$ cat src/rtl/virq_ctl_pkg.sv
package virq_ctl_pkg;
   localparam int unsigned CTL_W  = 64;
   localparam int unsigned BP_W   = 3;
   localparam int unsigned POS_EXT  = 19;
   localparam int unsigned POS_RSEL = 18;
   localparam int unsigned POS_AFF3 = 15;
   localparam int unsigned POS_SEI  = 14;
   localparam int unsigned POS_ID   = 11;
   localparam int unsigned POS_PRI  = 8;
   localparam int unsigned POS_EOI  = 1;
   localparam int unsigned POS_CBP  = 0;

   typedef enum logic [1:0] {
      SEL_CTL  = 2'd0,
      SEL_BP0  = 2'd1,
      SEL_BP1  = 2'd2,
      SEL_NONE = 2'd3
   } reg_sel_e;

   function automatic logic [BP_W-1:0] bp_sat_inc(input logic [BP_W-1:0] v);
      return (&v) ? v : v + 1'b1;
   endfunction
endpackage

$ cat src/rtl/virq_ctl_bits.sv
module virq_ctl_bits
   import virq_ctl_pkg::*;
#(
   parameter bit       EXT_RANGE = 1'b1,
   parameter bit       RANGE_SEL = 1'b0,
   parameter bit       AFF3_OK   = 1'b1,
   parameter bit       SEI_LOCAL = 1'b0,
   parameter bit [2:0] ID_CODE   = 3'b001,
   parameter bit [2:0] PRI_CODE  = 3'b100
) (
   input  logic             clk,
   input  logic             rst_n,
   input  logic             wr_en,
   input  logic [CTL_W-1:0] wdata,
   output logic             eoi_mode,
   output logic             cbp,
   output logic [CTL_W-1:0] word
);
   generate
      if (ID_CODE > 3'b001) begin : g_bad_id
         $error("virq_ctl_bits: ID_CODE must be 0 or 1");
      end
      if (PRI_CODE < 3'b100 || PRI_CODE > 3'b110) begin : g_bad_pri
         $error("virq_ctl_bits: PRI_CODE must be 4..6");
      end
   endgenerate

   always_ff @(posedge clk or negedge rst_n) begin
      if (!rst_n) begin
         eoi_mode <= 1'b0;
         cbp      <= 1'b0;
      end else if (wr_en) begin
         eoi_mode <= wdata[POS_EOI];
         cbp      <= wdata[POS_CBP];
      end
   end

   always_comb begin
      word                    = '0;
      word[POS_EXT]           = EXT_RANGE;
      word[POS_RSEL]          = RANGE_SEL;
      word[POS_AFF3]          = AFF3_OK;
      word[POS_SEI]           = SEI_LOCAL;
      word[POS_ID +: 3]       = ID_CODE;
      word[POS_PRI +: 3]      = PRI_CODE;
      word[POS_EOI]           = eoi_mode;
      word[POS_CBP]           = cbp;
   end

   // a control write lands in the EOI mode bit on the next edge
   a_r5_eoi_write: assert property (@(posedge clk) disable iff (!rst_n)
      wr_en |=> eoi_mode == $past(wdata[POS_EOI]));
   // common bit changes only through a control write
   a_r6_cbp_hold: assert property (@(posedge clk) disable iff (!rst_n)
      !wr_en |=> $stable(cbp));
endmodule

$ cat src/rtl/virq_bp_bank.sv
module virq_bp_bank
   import virq_ctl_pkg::*;
#(
   parameter int unsigned  W       = BP_W,
   parameter bit [W-1:0]   BP0_RST = 2,
   parameter bit [W-1:0]   BP1_RST = 3
) (
   input  logic         clk,
   input  logic         rst_n,
   input  logic         wr0,
   input  logic         wr1,
   input  logic         secure,
   input  logic         cbp,
   input  logic [W-1:0] wval,
   output logic [W-1:0] rd0,
   output logic [W-1:0] rd1
);
   generate
      if (W < 1 || W > 8) begin : g_bad_w
         $error("virq_bp_bank: W must be 1..8");
      end
   endgenerate

   logic [W-1:0] bp0_q, bp1_q;
   logic         w1_to0, w1_own;

   assign w1_to0 = wr1 && cbp && secure;
   assign w1_own = wr1 && !cbp;

   always_ff @(posedge clk or negedge rst_n) begin
      if (!rst_n) begin
         bp0_q <= BP0_RST;
         bp1_q <= BP1_RST;
      end else begin
         if (wr0 || w1_to0) bp0_q <= wval;
         if (w1_own)        bp1_q <= wval;
      end
   end

   always_comb begin
      rd0 = bp0_q;
      if (!cbp)        rd1 = bp1_q;
      else if (secure) rd1 = bp0_q;
      else             rd1 = (&bp0_q) ? bp0_q : bp0_q + 1'b1;
   end

   // aliased non-secure read never falls below the group-0 value
   a_r7_ns_alias_read: assert property (@(posedge clk) disable iff (!rst_n)
      (cbp && !secure) |-> (rd1 >= rd0 && rd1 != '0));
   // aliased non-secure write touches neither register
   a_r8_ns_write_ignored: assert property (@(posedge clk) disable iff (!rst_n)
      (wr1 && !wr0 && cbp && !secure) |=> ($stable(rd0) && $stable(bp1_q)));
   // aliased secure write lands in group 0
   a_r9_sec_write_bp0: assert property (@(posedge clk) disable iff (!rst_n)
      (wr1 && cbp && secure) |=> rd0 == $past(wval));
   // group-0 write stores the value regardless of mode
   a_r11_bp0_write: assert property (@(posedge clk) disable iff (!rst_n)
      wr0 |=> rd0 == $past(wval));
endmodule

$ cat src/rtl/virq_rd_mux.sv
module virq_rd_mux
   import virq_ctl_pkg::*;
#(
   parameter int unsigned W = BP_W
) (
   input  logic [1:0]       sel,
   input  logic [CTL_W-1:0] ctl_word,
   input  logic [W-1:0]     bp0,
   input  logic [W-1:0]     bp1,
   output logic [CTL_W-1:0] rdata
);
   always_comb begin
      rdata = '0;
      unique case (reg_sel_e'(sel))
         SEL_CTL:  rdata = ctl_word;
         SEL_BP0:  rdata[W-1:0] = bp0;
         SEL_BP1:  rdata[W-1:0] = bp1;
         SEL_NONE: rdata = '0;
         default:  rdata = '0;
      endcase
   end
endmodule

$ cat src/rtl/virq_ctl_reg.sv
module virq_ctl_reg
   import virq_ctl_pkg::*;
#(
   parameter bit         EXT_RANGE = 1'b1,
   parameter bit         RANGE_SEL = 1'b0,
   parameter bit         AFF3_OK   = 1'b1,
   parameter bit         SEI_LOCAL = 1'b0,
   parameter bit [2:0]   ID_CODE   = 3'b001,
   parameter bit [2:0]   PRI_CODE  = 3'b100,
   parameter bit [2:0]   BP0_RST   = 3'd2,
   parameter bit [2:0]   BP1_RST   = 3'd3
) (
   input  logic              clk,
   input  logic              rst_n,
   input  logic              acc_en,
   input  logic              acc_wr,
   input  logic [1:0]        acc_sel,
   input  logic              acc_secure,
   input  logic [63:0]       acc_wdata,
   output logic [63:0]       acc_rdata,
   output logic              feat_ext_range,
   output logic              feat_range_sel,
   output logic              feat_aff3,
   output logic              feat_sei,
   output logic [2:0]        feat_id_code,
   output logic [2:0]        feat_pri_code,
   output logic              eoi_deact,
   output logic              cbp_on
);
   localparam int unsigned RSV_HI_W = CTL_W - 20;

   logic             wr_any, wr_ctl, wr_bp0, wr_bp1;
   logic             eoi_mode, cbp;
   logic [CTL_W-1:0] ctl_word;
   logic [BP_W-1:0]  bp0_rd, bp1_rd;

   assign wr_any = acc_en && acc_wr;
   assign wr_ctl = wr_any && (reg_sel_e'(acc_sel) == SEL_CTL);
   assign wr_bp0 = wr_any && (reg_sel_e'(acc_sel) == SEL_BP0);
   assign wr_bp1 = wr_any && (reg_sel_e'(acc_sel) == SEL_BP1);

   virq_ctl_bits #(
      .EXT_RANGE(EXT_RANGE), .RANGE_SEL(RANGE_SEL), .AFF3_OK(AFF3_OK),
      .SEI_LOCAL(SEI_LOCAL), .ID_CODE(ID_CODE), .PRI_CODE(PRI_CODE)
   ) u_bits (
      .clk(clk), .rst_n(rst_n), .wr_en(wr_ctl), .wdata(acc_wdata),
      .eoi_mode(eoi_mode), .cbp(cbp), .word(ctl_word)
   );

   virq_bp_bank #(.W(BP_W), .BP0_RST(BP0_RST), .BP1_RST(BP1_RST)) u_bp (
      .clk(clk), .rst_n(rst_n), .wr0(wr_bp0), .wr1(wr_bp1),
      .secure(acc_secure), .cbp(cbp), .wval(acc_wdata[BP_W-1:0]),
      .rd0(bp0_rd), .rd1(bp1_rd)
   );

   virq_rd_mux #(.W(BP_W)) u_mux (
      .sel(acc_sel), .ctl_word(ctl_word), .bp0(bp0_rd), .bp1(bp1_rd),
      .rdata(acc_rdata)
   );

   assign feat_ext_range = ctl_word[POS_EXT];
   assign feat_range_sel = ctl_word[POS_RSEL];
   assign feat_aff3      = ctl_word[POS_AFF3];
   assign feat_sei       = ctl_word[POS_SEI];
   assign feat_id_code   = ctl_word[POS_ID +: 3];
   assign feat_pri_code  = ctl_word[POS_PRI +: 3];
   assign eoi_deact      = !eoi_mode;
   assign cbp_on         = cbp;

   // reserved control bits and upper binary point bits read zero
   a_r1_reserved_zero: assert property (@(posedge clk) disable iff (!rst_n)
      (acc_sel == 2'd0) |-> (acc_rdata[CTL_W-1:20] == '0 && acc_rdata[17:16] == '0
                             && acc_rdata[7:2] == '0 && RSV_HI_W > 0));
   a_r1_bp_zero_ext: assert property (@(posedge clk) disable iff (!rst_n)
      (acc_sel[0] ^ acc_sel[1]) |-> acc_rdata[CTL_W-1:BP_W] == '0);
   // feature outputs never move
   a_r2_feature_fixed: assert property (@(posedge clk) disable iff (!rst_n)
      1'b1 |=> ($stable(feat_ext_range) && $stable(feat_range_sel)
                && $stable(feat_aff3) && $stable(feat_sei)));
   // code fields hold legal values
   a_r3_id_legal: assert property (@(posedge clk) disable iff (!rst_n)
      feat_id_code[2:1] == 2'b00);
   a_r4_pri_legal: assert property (@(posedge clk) disable iff (!rst_n)
      feat_pri_code[2] && feat_pri_code[1:0] != 2'b11);
   // EOI deactivate output follows the last control write
   a_r5_deact_out: assert property (@(posedge clk) disable iff (!rst_n)
      wr_ctl |=> eoi_deact == !$past(acc_wdata[1]));
endmodule

$ cat config.mk
export PLATFORM = sky130hd
export DESIGN_NAME = virq_ctl_reg
export DESIGN_NICKNAME = d
export VERILOG_FILES = /design/src/rtl/virq_ctl_pkg.sv /design/src/rtl/virq_ctl_bits.sv /design/src/rtl/virq_bp_bank.sv /design/src/rtl/virq_rd_mux.sv /design/src/rtl/virq_ctl_reg.sv
export SDC_FILE = /design/constraint.sdc
export NUM_CORES = 1
export LEC_CHECK = 0
export ABC_AREA = 1
export CAP_MARGIN = 15
export CORE_UTILIZATION = 27
export CTS_CLUSTER_SIZE = 40
export DETAILED_ROUTE_END_ITERATION = 16
export PLACE_DENSITY = 0.88
export SETUP_SLACK_MARGIN = 0.5
export SYNTH_ARGS = -nofsm -noshare
export SYNTH_HDL_FRONTEND = slang
export SYNTH_SLANG_ARGS = --single-unit
$ cat constraint.sdc
create_clock -name clk -period 3.5 [get_ports clk]
set_input_delay 0.7 -clock clk [delete_from_list [all_inputs] [get_ports clk]]
set_output_delay 0.7 -clock clk [all_outputs]
set_load 0.1 [all_outputs]
# [Word-level counts from Yosys, hierarchy flattened]
# Index checks and enable logic that the tools add are counted.
[word_totals] in_bits=71 regBits=8 ram_bits=0 rom_bits=0 memories=0 word_cells=25 latchBits=0 out_inout_bits=76
[classes] n_eq_ne=3 mux=5 n_lt_le_gt_ge=0 n_bitwise=0 multipliers=0 n_div=0 reduce_logical=12 n_addsub=1 shift=0
[op_table] op="$mux W17" count=1
[op_table] op="$pmux W3 S4" count=1
[op_table] op="$mux W3" count=3
[op_table] op="$logic_and A1 B1 Y1" count=7
[op_table] op="$eq A2 B2 Y1 const B" count=2
[op_table] op="$add A3 B1 Y3 const B" count=1
[op_table] op="$reduce_and A3 Y1" count=1
[op_table] op="$eq A2 B1 Y1 const B" count=1
[op_table] op="$logic_not A1 Y1" count=2
[op_table] op="$logic_not A2 Y1" count=1
[op_table] op="$logic_or A1 B1 Y1" count=1

# [Logic depth before layout (Yosys ltp)]
# Gate-level depths: netlist (run 1).
[depth] ltp_word=5 ltp_mapped=7 ltp_nobuf=7

# [Modules after synthesis]
# A second synthesis (run 1) with hierarchy kept.
[hier_totals] cells_unflattened=276 area_unflattened_um2=1584.0
[by_module_without_submodules] mod="virq_rd_mux" seq_area_each_um2=0.0 cells_per_inst=144 area_each_um2=636.9 n_inst=1
[by_module_without_submodules] mod="virq_ctl_bits" seq_area_each_um2=50.0 cells_per_inst=75 area_each_um2=564.3 n_inst=1
[by_module_without_submodules] mod="virq_bp_bank" seq_area_each_um2=153.9 cells_per_inst=47 area_each_um2=340.3 n_inst=1
[by_module_without_submodules] mod="virq_ctl_reg" seq_area_each_um2=0.0 cells_per_inst=10 area_each_um2=42.5 n_inst=1

# [Worst setup path before layout (run 1)]
# OpenSTA, ideal clock, no wires.
[synth_path] path_type="in2out" startpoint="input port acc_sel[1]" endpoint="output port acc_rdata[0]" required_time_ps=2800 path_stages=5 path_buffers=0 arrival_ps=3032 slack_ps=-232 path_cell_list="nor2_1 -> nand2_1 -> nand2_1 -> inv_1 -> nand2_1"
[synth_between] elab_chain_len=2 word_cells_on_any_way=5 classes_between="eq/ne (3); mux (1); reduce/logical (1)"
[synth_rtl] element="start, declared" line="virq_ctl_reg.sv:17" rtl="input logic [1:0] acc_sel,"
[synth_rtl] element="$eq A2 B2 Y1 (tied with other cells)" line="virq_rd_mux.sv:14" rtl="unique case (reg_sel_e'(sel))"
[synth_rtl] element="$pmux W3 S4 (*)" line="virq_rd_mux.sv:14"
[synth_rtl] element="end, declared" line="virq_ctl_reg.sv:20" rtl="output logic [63:0] acc_rdata,"
# Mark *: on every way between the ends. The rest lies on a longest branch, timed or not.

# [Worst setup path in the final report (run 1)]
[layout_path] startpoint="input port acc_sel[1]" endpoint="output port acc_rdata[2]"
# Same word-level chain as after synthesis.

==> results of run 1 <==
-- cell families after synthesis --
kind of cell	after synthesis
adder cells (fa/ha/maj)	1
other	2
buffers and inverters	85
flip-flops	8
AO/OA/AOI/OAI	7
AND/OR/NAND/NOR	49
-- flip-flops by register name, summed over array words and instances, names as in the netlist --
signal	cells
u_bp.bp1_q	3
u_bp.rd0	3
u_bits.cbp	1
u_bits.eoi_mode	1
-- final timing paths --
kind	start	end	depth (start not counted)
worst max-delay path	acc_sel[1]	acc_rdata[2]	6
worst min-delay path	u_bp.bp1_q[2]	u_bp.bp1_q[2]	2
worst max register to register	u_bits.cbp	u_bp.rd0[0]	6
worst min register to register	u_bp.bp1_q[2]	u_bp.bp1_q[2]	2
max in group asynchronous	rst_n	u_bp.bp1_q[0]	1
min in group asynchronous	rst_n	u_bits.eoi_mode	1
-- placed cells by master, fill, tap and decap left out --
master / count
nand3_1: 7
a22oi_2: 1
buf_12: 3
dfstp_2: 3
buf_4: 6
inv_1: 13
ha_1: 1
clkbuf_1: 1
nand2_2: 1
o21ai_0: 6
conb_1: 67
nor2_4: 3
dfrtp_1: 5
nand2_1: 31
inv_2: 1
clkbuf_8: 3
clkdlybuf4s50_1: 9
nand3_2: 2
nor2_1: 5
-- layer usage --
metal	GRT usage, %	share of wire, %	vias to the layer above
li1	-	-	354
met1	7.14	37	310
met2	13.2	54	47
met3	1.58	6.3	5
met4	5.83	2.7	0
met5	0	0	-
-- worst min-delay path: stages (launching register included) --
cell and delay (ps):
dfrtp_1 330, nand2_1 50, o21ai_0 60
-- power by group --
group | total, mW | switching [mW] | internal [mW]
Sequential | 0.138 | 0.0212 | 0.117
Clock | 0.114 | 0.0351 | 0.0788
Combinational | 0.525 | 0.459 | 0.0664
-- layout make-up --
class	instances	share of cell area [%]
inverters	14	4.81
flip-flops and latches	8	18.6
multi-input cells	124	49.1
clock buffers	4	4.12
well taps	48	5.49
repair buffers	18	17.8
==> summary.txt, run 1 <==
Route
  – Drt via density: 3.31
  – Post-DRT Antenna Nets: 0
  – Vias: 716
  – # DRC: 0
  – Drt wl/cell: 7.20 µm
  – DR iter-0 viols: 7
  – TritonRoute pass-1 iters: 4
  – WL final: 1560 µm

Critical path
  – Crit path largest cell delay: 600 ps
  – CP Data Required Time: ~2800 ps
  – CP arrival: 2040 ps
  – CP max FO: 4
  – Critical path class: in2out
  – CP startpoint kind: primary input
  – Delay-heaviest family, CP: buffers and inverters
  – CP max stage cell: clkdlybuf4s50_1
  – CP cell instances: clkdlybuf4s50_1 > inv_2 > nor2_4 > o21ai_0 > a22oi_2 > buf_12
  – CP endpoint kind: primary output
  – Reg2Reg Setup Slack: around 2500 ps
  – Crit path buf inv count: 3

Synth
  – Cell count after synthesis: between 150 and 200
  – Ys async rst share: 100%
  – Largest family of logic cells by synthesized area: buffers and inverters
  – Mapped Avg Cell Area: between 7 and 8 µm²
  – Synth Area in XOR/XNOR: 0%
  – #FFs+latches synth: 8
  – Number of library cell types mapped by synthesis: 16
  – Top post-synthesis cells by count: 70 x buf_4, 31 x nand2_1, 13 x inv_1, 7 x nand3_1
  – Register area share after synthesis: 19.1%
  – Compound-Gate Fraction of Synth Area: between 3 and 4%
  – Most frequent cell after synthesis: buf_4
  – Synth Warn #: 0
  – Ys flop type: dfrtp_1
  – Post-synth EDFFs: 0
  – Top post-synthesis cells by area: buf_4 49%, dfrtp_1 12%, nand2_1 11%
  – Post-Syn Area: ~1100 µm²
  – Top cell type's share of synthesized area: between 40% and 50%
  – Fraction of the mapped netlist area in simple logic gates: 20.9%
  – Mux contribution to synthesized area: 0%
  – Largest area contributor in the netlist: buf_4
  – Adder-cell share of the synthesized area: ~1.2%

Clock tree
  – Cts repair resizes: 0
  – Hold-fix buffers, CTS: 0
  – CTS Buf Count: 3
  – Post-CTS setup buffer count: 0
  – Clock transition at path regs: 40 ps
  – Clock sinks: 8
  – Worst skew pair latency: 230 ps
  – Root buf cell: clkbuf_8
  – H-tree lvl count: 1
  – TritonCTS clock tree: built
  – CTS max path bufs: 2

Run status
  – Outcome: completed

Floorplan
  – Floorplan core area: 3720 µm²
  – Die area: 4210 µm²
  – Die Wd: 64.9 µm
  – Number of core rows: 22
  – Initial core utilization: 28.7%
  – Die height: 64.9 µm
  – Boundary Pins: between 100 and 150

Placed design
  – HPWL after detailed placement: between 1000 and 1500 µm
  – Placed cells: 212
  – GP Congestion: 0.759
  – Area after DPL: 1050 µm²
  – Port Buffers: 18
  – Setup Slack @ Placement: 749 ps

Power
  – Total leakage power: 0.627 nW
  – PD cells: 711 nW/µm²
  – Peak VDD IR: 0.275 mV
  – Final Power: about 0.78 mW

Global route
  – Tot GR Track Use: 7.31%
  – Pin count of the biggest net entering global routing: 11
  – Remaining global-route overflow: 0
  – Initial antenna violation count: 0
  – Vias in the first global route: 548
  – Global-route wire length before repair: 2290 µm

Cells and area
  – Layout cells sized above 1: between 10% and 20%
  – Non-Filler Instances: 216
  – Synth-to-layout area growth: 2.46%
  – ANT cells: 0
  – Final Util: 29.4%
  – Multi-input gate area: 537 µm²
  – Fill cells: 415
  – Storage element area: 204 µm²
  – Design area: roughly 1100 µm²
  – Nets: roughly 240

Flow run
  – Max-cap violation count: 0

Timing
  – Min Tclk post-route: 2740 ps
  – Clock Skews: 3.69 ps
  – Setup WS post-layout: roughly 760 ps
  – Final Setup Violations: 0
  – Fin Setup TNS: 0 ps
  – Max Transition Viols Final: 0
  – Fin crit share: between 70% and 80%
  – FMAX: 365 MHz
  – RSZ-0062 raised after global routing: false
  – Hold slack final: 477 ps
  – Final Hold Viols: 0

Worst hold path
  – Hold crit path type: reg2reg
(Power assumes the default switching activity.)
==> run 2, diff against run 1 <==
--- a/config.mk
+++ b/config.mk
@@ -7,10 +7,10 @@
 export LEC_CHECK = 0
 export ABC_AREA = 1
 export CAP_MARGIN = 15
-export CORE_UTILIZATION = 27
+export CORE_UTILIZATION = 22
 export CTS_CLUSTER_SIZE = 40
 export DETAILED_ROUTE_END_ITERATION = 16
-export PLACE_DENSITY = 0.88
+export PLACE_DENSITY = 0.77
 export SETUP_SLACK_MARGIN = 0.5
 export SYNTH_ARGS = -nofsm -noshare
 export SYNTH_HDL_FRONTEND = slang
==> constraint.sdc (replaced) <==
create_clock -name clk -period 2.26 [get_ports clk]
set_input_delay 0.452 -clock clk [delete_from_list [all_inputs] [get_ports clk]]
set_output_delay 0.452 -clock clk [all_outputs]
set_load 0.1 [all_outputs]
==> summary.txt, run 2 (synthesis gave the netlist of run 1 again) <==
Run status
  – Outcome: completed

Cells and area
  – Most common cell after layout, fill and taps aside: conb_1
  – Storage element area: 208 µm² (+1.8%)
  – Most frequent cells in the layout: 67 x conb_1, 23 x nand2_1, 10 x inv_1
  – Synth-to-layout area growth: 23.7%
  – ANT cells: 0 (unchanged)
  – Nets: 248 (+2.9%)
  – Fill cells: 498 (+20%)
  – Non-Filler Instances: 227 (+5.1%)
  – Layout cells sized above 1: 28.6% (+15 points)
  – Multi-input gate area: 642 µm² (+20%)

Floorplan
  – Die height: 71.7 µm (+10%)
  – Die Wd: 71.7 µm (+10%)
  – Boundary Pins: 147 (unchanged)
  – Number of core rows: 24 (+9.1%)
  – Floorplan core area: 4500 µm² (+21%)
  – Initial core utilization: 23.7% (-5.0 points)
  – Die area: 5130 µm² (+22%)

Global route
  – Remaining global-route overflow: 0 (unchanged)
  – Initial antenna violation count: 0 (unchanged)
  – Global-route wire length before repair: 2640 µm (+15%)
  – Tot GR Track Use: 6.88% (-0.44 points)
  – Pin count of the biggest net entering global routing: 11 (unchanged)
  – Vias in the first global route: 623 (+14%)

Route
  – Drt wl/cell: 8.10 µm (+12%)
  – TritonRoute pass-1 iters: 4 (unchanged)
  – WL final: 1840 µm (+18%)
  – # DRC: 0 (unchanged)
  – Vias: 753 (+5.2%)
  – Drt via density: 3.32 (about the same)
  – DR iter-0 viols: 35 (+28)
  – Post-DRT Antenna Nets: 0 (unchanged)

Clock tree
  – H-tree lvl count: 1 (unchanged)
  – CTS Buf Count: 3 (unchanged)
  – Clock sinks: 8 (unchanged)
  – Clock transition at path regs: 40 ps (about the same)
  – TritonCTS clock tree: built
  – Root buf cell: clkbuf_8
  – Worst skew pair latency: 230 ps (about the same)
  – CTS max path bufs: 2 (unchanged)
  – Hold-fix buffers, CTS: 0 (unchanged)

Placed design
  – Placed cells: 218 (+2.8%)
  – Port Buffers: 18 (unchanged)
  – Setup Slack @ Placement: 33.2 ps (-716 ps)
  – GP Congestion: 0.772 (+1.7%)
  – HPWL after detailed placement: 1460 µm (+8.7%)

Timing
  – Hold slack final: 488 ps (+10.4 ps)
  – Min Tclk post-route: 1960 ps
  – Final Hold Viols: 0 (unchanged)
  – Final Setup Violations: 0 (unchanged)
  – RSZ-0062 raised after global routing: true
  – Fin crit share: 86.6%
  – Setup WS post-layout: 303 ps (-459 ps)
  – Max Transition Viols Final: 0 (unchanged)
  – Clock Skews: 2.85 ps (-0.842 ps)
  – FMAX: 511 MHz
  – Fin Setup TNS: 0 ps (unchanged)

Critical path
  – CP max FO: 3 (-1)
  – CP startpoint kind: flip-flop
  – Critical path class: reg2out
  – CP endpoint kind: primary output
  – CP arrival: 1500 ps (-540 ps)
  – CP Data Required Time: 1810 ps (-990 ps)

Power
  – Peak VDD IR: 0.226 mV (-18%)
  – PD cells: 988 nW/µm² (+39%)
  – Total leakage power: 0.710 nW (+13%)

Worst hold path
  – Hold crit path type: in2async

Flow run
  – Max-cap violation count: 0 (unchanged)
run 2: area by class of cell:
type / instances / share of cell area [%]
Multi-Input combinational cell: 124 / 48.6
Timing Repair Buffer: 25 / 23.1
Inverter: 14 / 4.17
Sequential cell: 8 / 15.7
Clock buffer: 4 / 3.41
Tap cell: 52 / 4.93
run 2: stage by stage:
step	cell area [µm²]	util, %	power (mW)
after global placement	1160	25.8	1.06
after CTS	1270	28.3	1.29
final	1320	29.3	1.30
after floorplan	1400	-	1.05
after global routing	1320	29.3	1.35
after detailed placement	1160	25.8	1.07
run 2: final timing paths:
check	cells past startpoint	endpoint	startpoint	slack (ps)
worst max-delay path	8	acc_rdata[1]	u_bp.rd0[1]	300
worst min-delay path	1	u_bits.cbp	rst_n	490
worst max register to register	6	u_bp.rd0[0]	u_bits.cbp	1220
worst min register to register	2	u_bp.bp1_q[0]	u_bp.bp1_q[0]	490
max in group asynchronous	1	u_bp.bp1_q[0]	rst_n	1480
min in group clk	2	u_bp.bp1_q[0]	u_bp.bp1_q[0]	490
run 2: layer usage:
metal | global-route usage [%] | routed length [µm]
met3 | 3.38 | 227
met5 | 0 | 0
met2 | 10.5 | 898
met4 | 5.66 | 65
met1 | 7.12 | 648
run 2: worst max-delay path, cell delays in order, from the launching register on:
cell	delay (ps)
dfstp_2	540
ha_4	150
nand2_4	70
nand2_4	80
nand2_2	60
nand3_2	80
nand2_4	70
nand2_8	60
buf_12	160
run 2: where the power goes:
group / total [mW] / internal [mW] / switching, mW
Sequential: 0.225 / 0.183 / 0.0420
Combinational: 0.897 / 0.152 / 0.746
Clock: 0.181 / 0.122 / 0.0590
run 2: what timing repair did:
item | 4_1_cts | 5_1_grt
pin swaps | 9 | 5
setup endpoints to repair | 7 | 7
setup buffers | 3 | 2
resized for setup | 19 | 8
